$ cat src/rtl/uart_tx_pkg.sv
package uart_tx_pkg;
  localparam int REG_AW = 5;

  localparam logic [REG_AW-1:0] OFS_DATA = 5'h00;
  localparam logic [REG_AW-1:0] OFS_CTRL = 5'h08;
  localparam logic [REG_AW-1:0] OFS_IE   = 5'h10;
  localparam logic [REG_AW-1:0] OFS_IP   = 5'h14;
  localparam logic [REG_AW-1:0] OFS_DIV  = 5'h18;

  localparam int CTRL_EN_BIT   = 0;
  localparam int CTRL_STOP_BIT = 1;
  localparam int CTRL_WM_LSB   = 16;
  localparam int WM_W          = 3;
  localparam int FULL_BIT      = 31;

  typedef struct packed {
    logic [WM_W-1:0] wm;
    logic            two_stop;
    logic            en;
  } tx_ctrl_t;
endpackage

$ cat src/rtl/uart_tx_fifo.sv
module uart_tx_fifo #(
  parameter int DEPTH = 8,
  parameter int DW    = 8,
  localparam int PTR_W = (DEPTH > 1) ? $clog2(DEPTH) : 1,
  localparam int CNT_W = $clog2(DEPTH + 1)
) (
  input  logic             clk_i,
  input  logic             rst_ni,
  input  logic             push_i,
  input  logic [DW-1:0]    data_i,
  input  logic             pop_i,
  output logic [DW-1:0]    data_o,
  output logic [CNT_W-1:0] count_o,
  output logic             full_o,
  output logic             empty_o
);
  logic [DW-1:0]    mem_q [DEPTH];
  logic [PTR_W-1:0] wr_ptr_q, rd_ptr_q;
  logic [CNT_W-1:0] cnt_q;
  logic             push_ok, pop_ok;

  assign full_o  = (cnt_q == CNT_W'(DEPTH));
  assign empty_o = (cnt_q == '0);
  assign push_ok = push_i & ~full_o;
  assign pop_ok  = pop_i & ~empty_o;
  assign data_o  = mem_q[rd_ptr_q];
  assign count_o = cnt_q;

  function automatic logic [PTR_W-1:0] nxt(input logic [PTR_W-1:0] p);
    return (p == PTR_W'(DEPTH - 1)) ? '0 : p + 1'b1;
  endfunction

  always_ff @(posedge clk_i or negedge rst_ni) begin
    if (!rst_ni) begin
      wr_ptr_q <= '0;
      rd_ptr_q <= '0;
      cnt_q    <= '0;
    end else begin
      if (push_ok) wr_ptr_q <= nxt(wr_ptr_q);
      if (pop_ok)  rd_ptr_q <= nxt(rd_ptr_q);
      case ({push_ok, pop_ok})
        2'b10:   cnt_q <= cnt_q + 1'b1;
        2'b01:   cnt_q <= cnt_q - 1'b1;
        default: cnt_q <= cnt_q;
      endcase
    end
  end

  always_ff @(posedge clk_i) begin
    if (push_ok) mem_q[wr_ptr_q] <= data_i;
  end

  p_no_overflow_r3: assert property (@(posedge clk_i) disable iff (!rst_ni)
    cnt_q <= CNT_W'(DEPTH));

  p_drop_when_full_r4: assert property (@(posedge clk_i) disable iff (!rst_ni)
    (push_i && full_o && !pop_i) |=> (count_o == CNT_W'(DEPTH) && $stable(rd_ptr_q)));
endmodule

$ cat src/rtl/uart_tx_baud.sv
module uart_tx_baud #(
  parameter int DIV_W = 16
) (
  input  logic             clk_i,
  input  logic             rst_ni,
  input  logic             restart_i,
  input  logic             run_i,
  input  logic [DIV_W-1:0] div_i,
  output logic             tick_o
);
  logic [DIV_W-1:0] cnt_q;

  // Counter reloads at frame start so each bit spans exactly div+1 cycles.
  always_ff @(posedge clk_i or negedge rst_ni) begin
    if (!rst_ni)             cnt_q <= '0;
    else if (restart_i)      cnt_q <= div_i;
    else if (run_i) begin
      if (cnt_q == '0)       cnt_q <= div_i;
      else                   cnt_q <= cnt_q - 1'b1;
    end
  end

  assign tick_o = run_i & ~restart_i & (cnt_q == '0);

  p_tick_reload_r6: assert property (@(posedge clk_i) disable iff (!rst_ni)
    (tick_o && !restart_i) |=> (cnt_q == $past(div_i)));
endmodule

$ cat src/rtl/uart_tx_shift.sv
module uart_tx_shift #(
  parameter int DW = 8,
  localparam int FRAME_W = DW + 3,
  localparam int BCNT_W  = $clog2(FRAME_W + 1)
) (
  input  logic          clk_i,
  input  logic          rst_ni,
  input  logic          en_i,
  input  logic          avail_i,
  input  logic [DW-1:0] data_i,
  input  logic          two_stop_i,
  input  logic          tick_i,
  output logic          pop_o,
  output logic          busy_o,
  output logic          txd_o
);
  logic [FRAME_W-1:0] sh_q;
  logic [BCNT_W-1:0]  left_q;
  logic               busy_q;

  assign pop_o  = ~busy_q & en_i & avail_i;
  assign busy_o = busy_q;
  assign txd_o  = busy_q ? sh_q[0] : 1'b1;

  always_ff @(posedge clk_i or negedge rst_ni) begin
    if (!rst_ni) begin
      sh_q   <= '1;
      left_q <= '0;
      busy_q <= 1'b0;
    end else if (pop_o) begin
      sh_q   <= {2'b11, data_i, 1'b0};
      left_q <= two_stop_i ? BCNT_W'(DW + 3) : BCNT_W'(DW + 2);
      busy_q <= 1'b1;
    end else if (busy_q && tick_i) begin
      if (left_q == BCNT_W'(1)) begin
        busy_q <= 1'b0;
      end else begin
        sh_q   <= {1'b1, sh_q[FRAME_W-1:1]};
        left_q <= left_q - 1'b1;
      end
    end
  end

  p_idle_high_r5: assert property (@(posedge clk_i) disable iff (!rst_ni)
    !busy_q |-> txd_o);

  p_start_low_r5: assert property (@(posedge clk_i) disable iff (!rst_ni)
    $rose(busy_q) |-> !txd_o);

  p_hold_disabled_r8: assert property (@(posedge clk_i) disable iff (!rst_ni)
    (!busy_q && !en_i) |=> !busy_q);
endmodule

$ cat src/rtl/uart_tx_chan.sv
module uart_tx_chan
  import uart_tx_pkg::*;
#(
  parameter int FIFO_DEPTH = 8,
  parameter int DIV_W      = 16,
  parameter int DIV_RST    = 3,
  parameter int DATA_W     = 8,
  localparam int CNT_W     = $clog2(FIFO_DEPTH + 1)
) (
  input  logic              clk_i,
  input  logic              rst_ni,
  input  logic              req_i,
  input  logic              we_i,
  input  logic [REG_AW-1:0] addr_i,
  input  logic [31:0]       wdata_i,
  output logic [31:0]       rdata_o,
  output logic              txd_o,
  output logic              irq_o
);
  tx_ctrl_t         ctrl_q;
  logic             ie_q;
  logic [DIV_W-1:0] div_q;

  logic wr_en, rd_en, wr_data, wr_ctrl, wr_ie, wr_div, wr_ip;
  assign wr_en   = req_i & we_i;
  assign rd_en   = req_i & ~we_i;
  assign wr_data = wr_en && (addr_i == OFS_DATA);
  assign wr_ctrl = wr_en && (addr_i == OFS_CTRL);
  assign wr_ie   = wr_en && (addr_i == OFS_IE);
  assign wr_div  = wr_en && (addr_i == OFS_DIV);
  assign wr_ip   = wr_en && (addr_i == OFS_IP);

  always_ff @(posedge clk_i or negedge rst_ni) begin
    if (!rst_ni) begin
      ctrl_q <= '0;
      ie_q   <= 1'b0;
      div_q  <= DIV_W'(DIV_RST);
    end else begin
      if (wr_ctrl) begin
        ctrl_q.en       <= wdata_i[CTRL_EN_BIT];
        ctrl_q.two_stop <= wdata_i[CTRL_STOP_BIT];
        ctrl_q.wm       <= wdata_i[CTRL_WM_LSB +: WM_W];
      end
      if (wr_ie)  ie_q  <= wdata_i[0];
      if (wr_div) div_q <= wdata_i[DIV_W-1:0];
    end
  end

  logic [DATA_W-1:0] head;
  logic [CNT_W-1:0]  fifo_cnt;
  logic              fifo_full, fifo_empty, pop, busy, tick;

  uart_tx_fifo #(.DEPTH(FIFO_DEPTH), .DW(DATA_W)) u_fifo (
    .clk_i   (clk_i),
    .rst_ni  (rst_ni),
    .push_i  (wr_data),
    .data_i  (wdata_i[DATA_W-1:0]),
    .pop_i   (pop),
    .data_o  (head),
    .count_o (fifo_cnt),
    .full_o  (fifo_full),
    .empty_o (fifo_empty)
  );

  uart_tx_baud #(.DIV_W(DIV_W)) u_baud (
    .clk_i     (clk_i),
    .rst_ni    (rst_ni),
    .restart_i (pop),
    .run_i     (busy),
    .div_i     (div_q),
    .tick_o    (tick)
  );

  uart_tx_shift #(.DW(DATA_W)) u_shift (
    .clk_i      (clk_i),
    .rst_ni     (rst_ni),
    .en_i       (ctrl_q.en),
    .avail_i    (~fifo_empty),
    .data_i     (head),
    .two_stop_i (ctrl_q.two_stop),
    .tick_i     (tick),
    .pop_o      (pop),
    .busy_o     (busy),
    .txd_o      (txd_o)
  );

  logic pend;
  assign pend  = int'(fifo_cnt) < int'(ctrl_q.wm);
  assign irq_o = pend & ie_q;

  always_comb begin
    rdata_o = '0;
    if (rd_en) begin
      case (addr_i)
        OFS_DATA: rdata_o[FULL_BIT] = fifo_full;
        OFS_CTRL: begin
          rdata_o[CTRL_EN_BIT]              = ctrl_q.en;
          rdata_o[CTRL_STOP_BIT]            = ctrl_q.two_stop;
          rdata_o[CTRL_WM_LSB +: WM_W]      = ctrl_q.wm;
        end
        OFS_IE:   rdata_o[0] = ie_q;
        OFS_IP:   rdata_o[0] = pend;
        OFS_DIV:  rdata_o[DIV_W-1:0] = div_q;
        default:  rdata_o = '0;
      endcase
    end
  end

  logic unused_wdata;
  assign unused_wdata = ^{wdata_i};

  p_irq_gate_r10: assert property (@(posedge clk_i) disable iff (!rst_ni)
    (!ie_q || int'(u_fifo.count_o) >= int'(ctrl_q.wm)) |-> !irq_o);

  p_ip_readonly_r9: assert property (@(posedge clk_i) disable iff (!rst_ni)
    wr_ip |=> ($stable(ctrl_q) && $stable(ie_q) && $stable(div_q)));
endmodule

$ cat config.mk
export PLATFORM = sky130hd
export DESIGN_NAME = uart_tx_chan
export DESIGN_NICKNAME = d
export VERILOG_FILES = /design/src/rtl/uart_tx_pkg.sv /design/src/rtl/uart_tx_fifo.sv /design/src/rtl/uart_tx_baud.sv /design/src/rtl/uart_tx_shift.sv /design/src/rtl/uart_tx_chan.sv
export SDC_FILE = /design/constraint.sdc
export NUM_CORES = 1
export LEC_CHECK = 0
export BUFFER_PORTS_ARGS = -buffer_cell sky130_fd_sc_hd__buf_2
export CAP_MARGIN = 20
export CORE_ASPECT_RATIO = 1.25
export CORE_MARGIN = 3
export CORE_UTILIZATION = 40
export CTS_CLUSTER_DIAMETER = 50
export CTS_CLUSTER_SIZE = 8
export DETAILED_ROUTE_END_ITERATION = 6
export PLACE_DENSITY = 0.6
export SLEW_MARGIN = 20
export SYNTH_ARGS = -nofsm -noshare
export SYNTH_HDL_FRONTEND = slang
export SYNTH_SLANG_ARGS = --single-unit
$ cat constraint.sdc
create_clock -name clk_i -period 5 [get_ports clk_i]
set_clock_uncertainty 0.05 [all_clocks]
set_input_delay 0.25 -clock clk_i [delete_from_list [all_inputs] [get_ports clk_i]]
set_output_delay 0.25 -clock clk_i [all_outputs]
set_load 0.05 [all_outputs]
* Yosys cells after proc, flatten, opt, wreduce, memory -nomap -nowiden
Memory sizes are Yosys's and may differ from the RTL's.
Index checks and enable logic that the tools add are counted.
W data, S select, Z words.
** Operators by class
- Add/sub/neg operators :: 6
- Magnitude comparators :: 1
- Equal/unequal tests :: 11
- Mux-type cells :: 25
- Bitwise gates (word level) :: 14
- Reductions and logical operators :: 14
** Operators with widths (count)
- $mux W16 :: 3
- $mux W11 :: 3
- $mux W32 :: 1
- $logic_not A16 Y1 :: 1
- $sub A16 B1 Y16 const B :: 1
- $eq A5 B5 Y1 const B :: 3
- $mux W14 :: 1
- $mux W4 :: 3
- $and A1 B1 Y1 :: 9
- $mux W3 :: 3
- $mux W1 :: 8
- $pmux W4 S2 :: 1
- $reduce_bool A2 Y1 :: 4
- $sub A4 B1 Y4 const B :: 2
- $add A3 B1 Y3 const B :: 2
- $eq A3 B3 Y1 const B :: 2
- $eq A5 B4 Y1 const B :: 1
- $logic_and A1 B1 Y1 :: 5
- $logic_not A5 Y1 :: 1
- $not A1 Y1 :: 5
- $add A4 B1 Y4 const B :: 1
- $eq A4 B1 Y1 const B :: 1
- $eq A4 B4 Y1 const B :: 1
- $logic_not A4 Y1 :: 1
- 7 further kinds :: 8
** Word-level totals
- Flip-flop bits (word level) :: 64
- Bits in writable memories :: 64
- Input port bits :: 41
- Memories kept :: 1
** Memories
- u_fifo.mem_q :: depth 8, width 8, read ports 1, clocked after Yosys merged registers in 0, wr ports 1, RTL line uart_tx_fifo.sv:17 : logic [DW-1:0] mem_q [DEPTH];

* Longest topological paths before layout
- Depth in word-level cells :: 9
- Gate-level depth with buffers :: 12
- Mapped depth without buffers :: 10

* Cells and area by module
From an unflattened synthesis, not the netlist that was laid out.
** Second synthesis, totals
- Cells, all modules :: 466
- Area total of the unflattened synthesis :: 6272.3 sq um
** Modules (own cells, without submodules)
- uart_tx_fifo :: instances 1, cells each 163, area each 3216.8 sq um, sequential area each 2172.1 sq um
- uart_tx_chan :: instances 1, cells each 112, area each 1248.7 sq um, sequential area each 553.0 sq um
- uart_tx_baud :: instances 1, cells each 128, area each 1114.8 sq um, sequential area each 400.4 sq um
- uart_tx_shift :: instances 1, cells each 63, area each 691.9 sq um, sequential area each 361.6 sq um

* Worst setup path before layout
No wires, ideal clock.
- Path kind :: register to register
- Start :: register u_shift.busy_q (netlist: u_shift.busy_o)
- End :: register u_fifo.cnt_q[3] (netlist: u_fifo.count_o[3])
- Library setup time :: 0.125 ns
- Data arrival time :: 2.448 ns
- Path slack :: 2.377 ns
- Cell stages (with the launch flop) :: 13
- Path buffers :: 3
- Cell sequence :: dfrtp_1 -> clkbuf_1 -> or3b_4 -> inv_2 -> buf_2 -> buf_2 -> ha_1 -> ha_1 -> a21o_1 -> a21oi_1 -> xnor2_1 -> nor2_1 -> xor2_1
** Between the ends
- Cells in the longest elaborated chain, start to end :: 6
- Elaborated cells between the ends (all ways) :: 8
- Classes of those cells :: eq/ne (2); mux (1); bitwise (4); reduce/logical (1)
** Ends and longest elaborated chain
- from (decl) :: RTL line uart_tx_shift.sv:19 : logic busy_q;
- from (signal assigned) :: RTL line uart_tx_shift.sv:29 : busy_q <= 1'b0;
- from (signal assigned) :: RTL line uart_tx_shift.sv:33 : busy_q <= 1'b1;
- from (signal assigned) :: RTL line uart_tx_shift.sv:36 : busy_q <= 1'b0;
- $not A1 Y1 * :: RTL line uart_tx_shift.sv:21 : assign pop_o = ~busy_q & en_i & avail_i;
- $and A1 B1 Y1 * (2 in series) :: RTL line uart_tx_shift.sv:21
- net pop :: RTL line uart_tx_chan.sv:51 : logic fifo_full, fifo_empty, pop, busy, tick;
- $and A1 B1 Y1 * :: RTL line uart_tx_fifo.sv:25 : assign pop_ok = pop_i & ~empty_o;
- $eq A2 B1 Y1 or $eq A2 B2 Y1 (tied branches) :: RTL line uart_tx_fifo.sv:41 : case ({push_ok, pop_ok})
- $pmux W4 S2 or $reduce_bool A2 Y1 (tied branches)
- to (signal assigned) :: RTL line uart_tx_fifo.sv:42 : 2'b10: cnt_q <= cnt_q + 1'b1;
- to (signal assigned) :: RTL line uart_tx_fifo.sv:43 : 2'b01: cnt_q <= cnt_q - 1'b1;
- to (signal assigned) :: RTL line uart_tx_fifo.sv:44 : default: cnt_q <= cnt_q;
- to (decl) :: RTL line uart_tx_fifo.sv:19 : logic [CNT_W-1:0] cnt_q;
Mark *: on every way through the listed nets, which the timed path passes. The rest lies on a longest branch.
A chain may end at the register's enable or synchronous reset.

* Worst setup path in the final report
- Start :: register u_fifo.cnt_q[1] (netlist: u_fifo.count_o[1])
- End :: register u_fifo.cnt_q[3] (netlist: u_fifo.count_o[3])
** Between the ends
- Cells in the longest elaborated chain, start to end :: 6
- Elaborated cells between the ends (all ways) :: 13
- Classes of those cells :: add/sub (2); eq/ne (3); mux (1); bitwise (5); reduce/logical (2)
** Ends and longest elaborated chain
- $logic_not A4 Y1 :: RTL line uart_tx_fifo.sv:23 : assign empty_o = (cnt_q == '0);
- $not A1 Y1 :: RTL line uart_tx_fifo.sv:25, uart_tx_chan.sv:78
- $and A1 B1 Y1 :: RTL line uart_tx_shift.sv:21
- $and A1 B1 Y1 :: RTL line uart_tx_fifo.sv:25
- $eq A2 B1 Y1 or $eq A2 B2 Y1 (tied branches) :: RTL line uart_tx_fifo.sv:41
- $pmux W4 S2 or $reduce_bool A2 Y1 (tied branches)
Several ways; a longest one is shown, not always the timed one.

==> impl_metrics.json <==
{
  "status": "finished, violations left",
  "violations": "hold timing",
  "fmax_ghz": 0.327,
  "coreArea_sq_um": 14500,
  "fin_setup_tns_ns": 0,
  "rsz0062_at_grt": "false",
  "fin_hold_ws_ns": -0.0300,
  "min_path_type": "input port to asynchronous set/reset pin",
  "std_cell_rows": 49,
  "wl_per_cell_um": 17.6,
  "final_max_slew_viol_count": 0,
  "leakagePower_uw": 0.00285,
  "r2r-start": "u_fifo.count_o[1]",
  "die_area_sq_um": 16600,
  "hpwlAfterDp_mm": 8.33,
  "grt_overflow": 0,
  "synthAdderAreaFrac": 0.0304,
  "cts_tree": "yes",
  "post_cts_buffers": 0,
  "period_needed_ns": 3.06,
  "postCtsHoldBufs": 0,
  "critPathArrivalTime_ns": 3.30,
  "fillers": 1287,
  "synth_xor_xnor_area_share": 0.0102,
  "avgSynthCellArea_sq_um": 12.8,
  "crit_start": "u_fifo.count_o[1]",
  "worstSetupEndpointType": "flip-flop",
  "route.detailed.drc": 0,
  "vias_per_cell": 5.44,
  "maxCapViolCount": 0,
  "ys_seq_elements": 126,
  "synth_edf_count": 64,
  "antenna_found_initial": 0,
  "fin_nets": 573,
  "slew-limit-headroom": 0.411,
  "cp-start-kind": "flip-flop",
  "tightest_slew_ns": 0.881,
  "yosys.area_share.simple": 0.139,
  "grt_pass1_wl_mm": 20.4,
  "grt.total_usage": 0.160,
  "clockRootBuffer": "clkbuf_16",
  "die_y_um": 143,
  "synth-compound-area-share": 0.0830,
  "setup_viol": 0,
  "ctsResizeCount": 0,
  "cts_sinks": 126,
  "syn_inst": 471,
  "start_util": 0.414,
  "fin_util": 0.481,
  "yosysTopAreaCell": "edfxtp_1",
  "power_density_nw_per_um2": 511,
  "yosysWarnings": 0,
  "fin_crit_sh": 0.612,
  "netlist_area_sq_um": 6010,
  "clockBufferDepth": 2,
  "grt_pass1_vias": 3832,
  "max-vdd-ir-drop_uv": 211,
  "ys_types": 60,
  "drtAntennaViolNets": 0,
  "h-tree-depth": 4,
  "synth_flop_cell": "edfxtp_1",
  "synth_mux_area_frac": 0.115,
  "hold_viol": 47,
  "die_x_um": 116,
  "ios": 75,
  "yosysSeqAreaShare": 0.580,
  "path_max_fanout": 32,
  "drt_iter0_drc": 264,
  "insertion_delay_ns": 0.42,
  "required_ns": 5.24,
  "io_buffers": 49,
  "wirelength_mm": 12.5,
  "clkTransAtPathRegs_ns": 0.06,
  "area_delta_synth_final_pct": 16.3,
  "crit_type": "flip-flop to flip-flop",
  "num_vias": 3860,
  "synthTopCellsByArea": "edfxtp_1 (32%), dfrtp_1 (21%), mux4_2 (6.0%)",
  "synth_top_family_by_area": "simple AND/OR/NAND/NOR gates",
  "dr.pass1.iters": 4,
  "diodes": 0,
  "async_flop_share": 0.492,
  "gp_congestion": 0.787,
  "synth_top_area_frac": 0.320,
  "grt_start_max_net_pins": 63,
  "cts_buffers": 17,
  "drive_above_1_share": 0.282
}
worst paths after layout:
| check | depth (start not counted) | to | slack, ns |
|---|---|---|---|
| setup / recovery | 10 | u_fifo.count_o[3] | 1.94 |
| hold / removal | 2 | u_baud.cnt_q[9] | -0.03 |
| setup reg to reg | 10 | u_fifo.count_o[3] | 1.94 |
| hold reg to reg | 2 | u_shift.sh_q[0] | 0.42 |
| max in group asynchronous | 2 | u_fifo.rd_ptr_q[0] | 4.37 |
| min in group clk_i | 2 | ctrl_q[2] | 0.02 |
cell usage after synthesis (9+ instances only):
| cell | count |
|---|---|
| ha_1 | 13 |
| a21oi_1 | 14 |
| a211oi_1 | 9 |
| a31oi_1 | 9 |
| nor3_1 | 14 |
| edfxtp_1 | 64 |
| buf_4 | 14 |
| mux2_2 | 25 |
| nand2_1 | 48 |
| mux4_2 | 16 |
| and2_1 | 16 |
| nor2_1 | 24 |
| inv_1 | 12 |
| dfrtp_1 | 51 |
| nand3_1 | 10 |
| buf_2 | 9 |
| dfstp_2 | 11 |
where the power goes:
part	switching (uW)	leakage, uW	total [uW]	internal, uW
combinational	383	0.00121	734	350
sequential	248	0.00134	1530	1280
clock	471	0.000308	1310	842
placed cells by master, fill, tap and decap left out, types with 9 or more instances in the layout:
master     synthesis  routed
a31oi_1            9       9
mux4_2            16      16
dfrtp_1           51      50
conb_1             1      12
inv_1             12      12
edfxtp_1          64      64
dfstp_2           11      11
mux2_2            25      25
nand2_1           48      48
ha_1              13      13
nor3_1            14      13
and2_1            16      16
nand3_1           10      10
a21oi_1           14      14
clkbuf_16          0      17
nor2_1            24      24
buf_2              9      49
a211oi_1           9       9
logic make-up (layout without fill, tap and decap cells):
logic type,after synthesis,after routing
AOI/OAI and AO/OA,73,73
xor gates and xnor gates,7,7
adders and majority gates,14,14
buffers and inverters,49,98
DFF,126,126
muxes,46,46
other,1,12
and+or+nand+nor,155,155
layout make-up:
class	count	area [sq um]	share of cell area
multi-input combinational	307	2320	0.332
timing repair buffer	53	275	0.0394
tap	178	223	0.0318
inverter	13	48.8	0.00698
sequential	126	3490	0.499
clock buffer	17	425	0.0608
clock inverter	15	211	0.0302
worst max-delay path: stages (launching register included):
cell	delay (ns)
dfrtp_1	0.44
nor4_1	0.33
or3b_4	0.45
inv_2	0.31
ha_1	0.34
ha_1	0.28
a21o_1	0.18
a21oi_1	0.19
xnor2_1	0.15
nor2_1	0.07
xor2_1	0.14
metrics by stage:
stage	power, uW	instance area [sq um]	setup slack (ns)	std cells
global route	3770	6990	1.71	709
global placement	2250	6350	1.97	677
detailed placement	2280	6350	1.95	677
finish	3580	6990	1.94	709
floorplan	2100	6060	2.38	482
CTS	3610	6990	1.91	709
registers in the layout (all words and copies together) (netlist names):
name,cells
u_fifo.mem_q,64
div_q,16
u_baud.cnt_q,16
u_shift.sh_q,9
ctrl_q,5
u_fifo.count_o,4
u_shift.left_q,4
u_fifo.rd_ptr_q,3
u_fifo.wr_ptr_q,3
ie_q,1
u_shift.busy_o,1
per-layer routing:
metal / global-route usage / vias up / part of all wire
met1: 0.205 / 1932 / 0.44
li1: - / 1833 / -
met3: 0.0297 / 12 / 0.033
met2: 0.275 / 83 / 0.52
met5: 0 / - / 0
met4: 0.0531 / 0 / 0.011
Note: power is estimated with default switching activity, not from simulation.
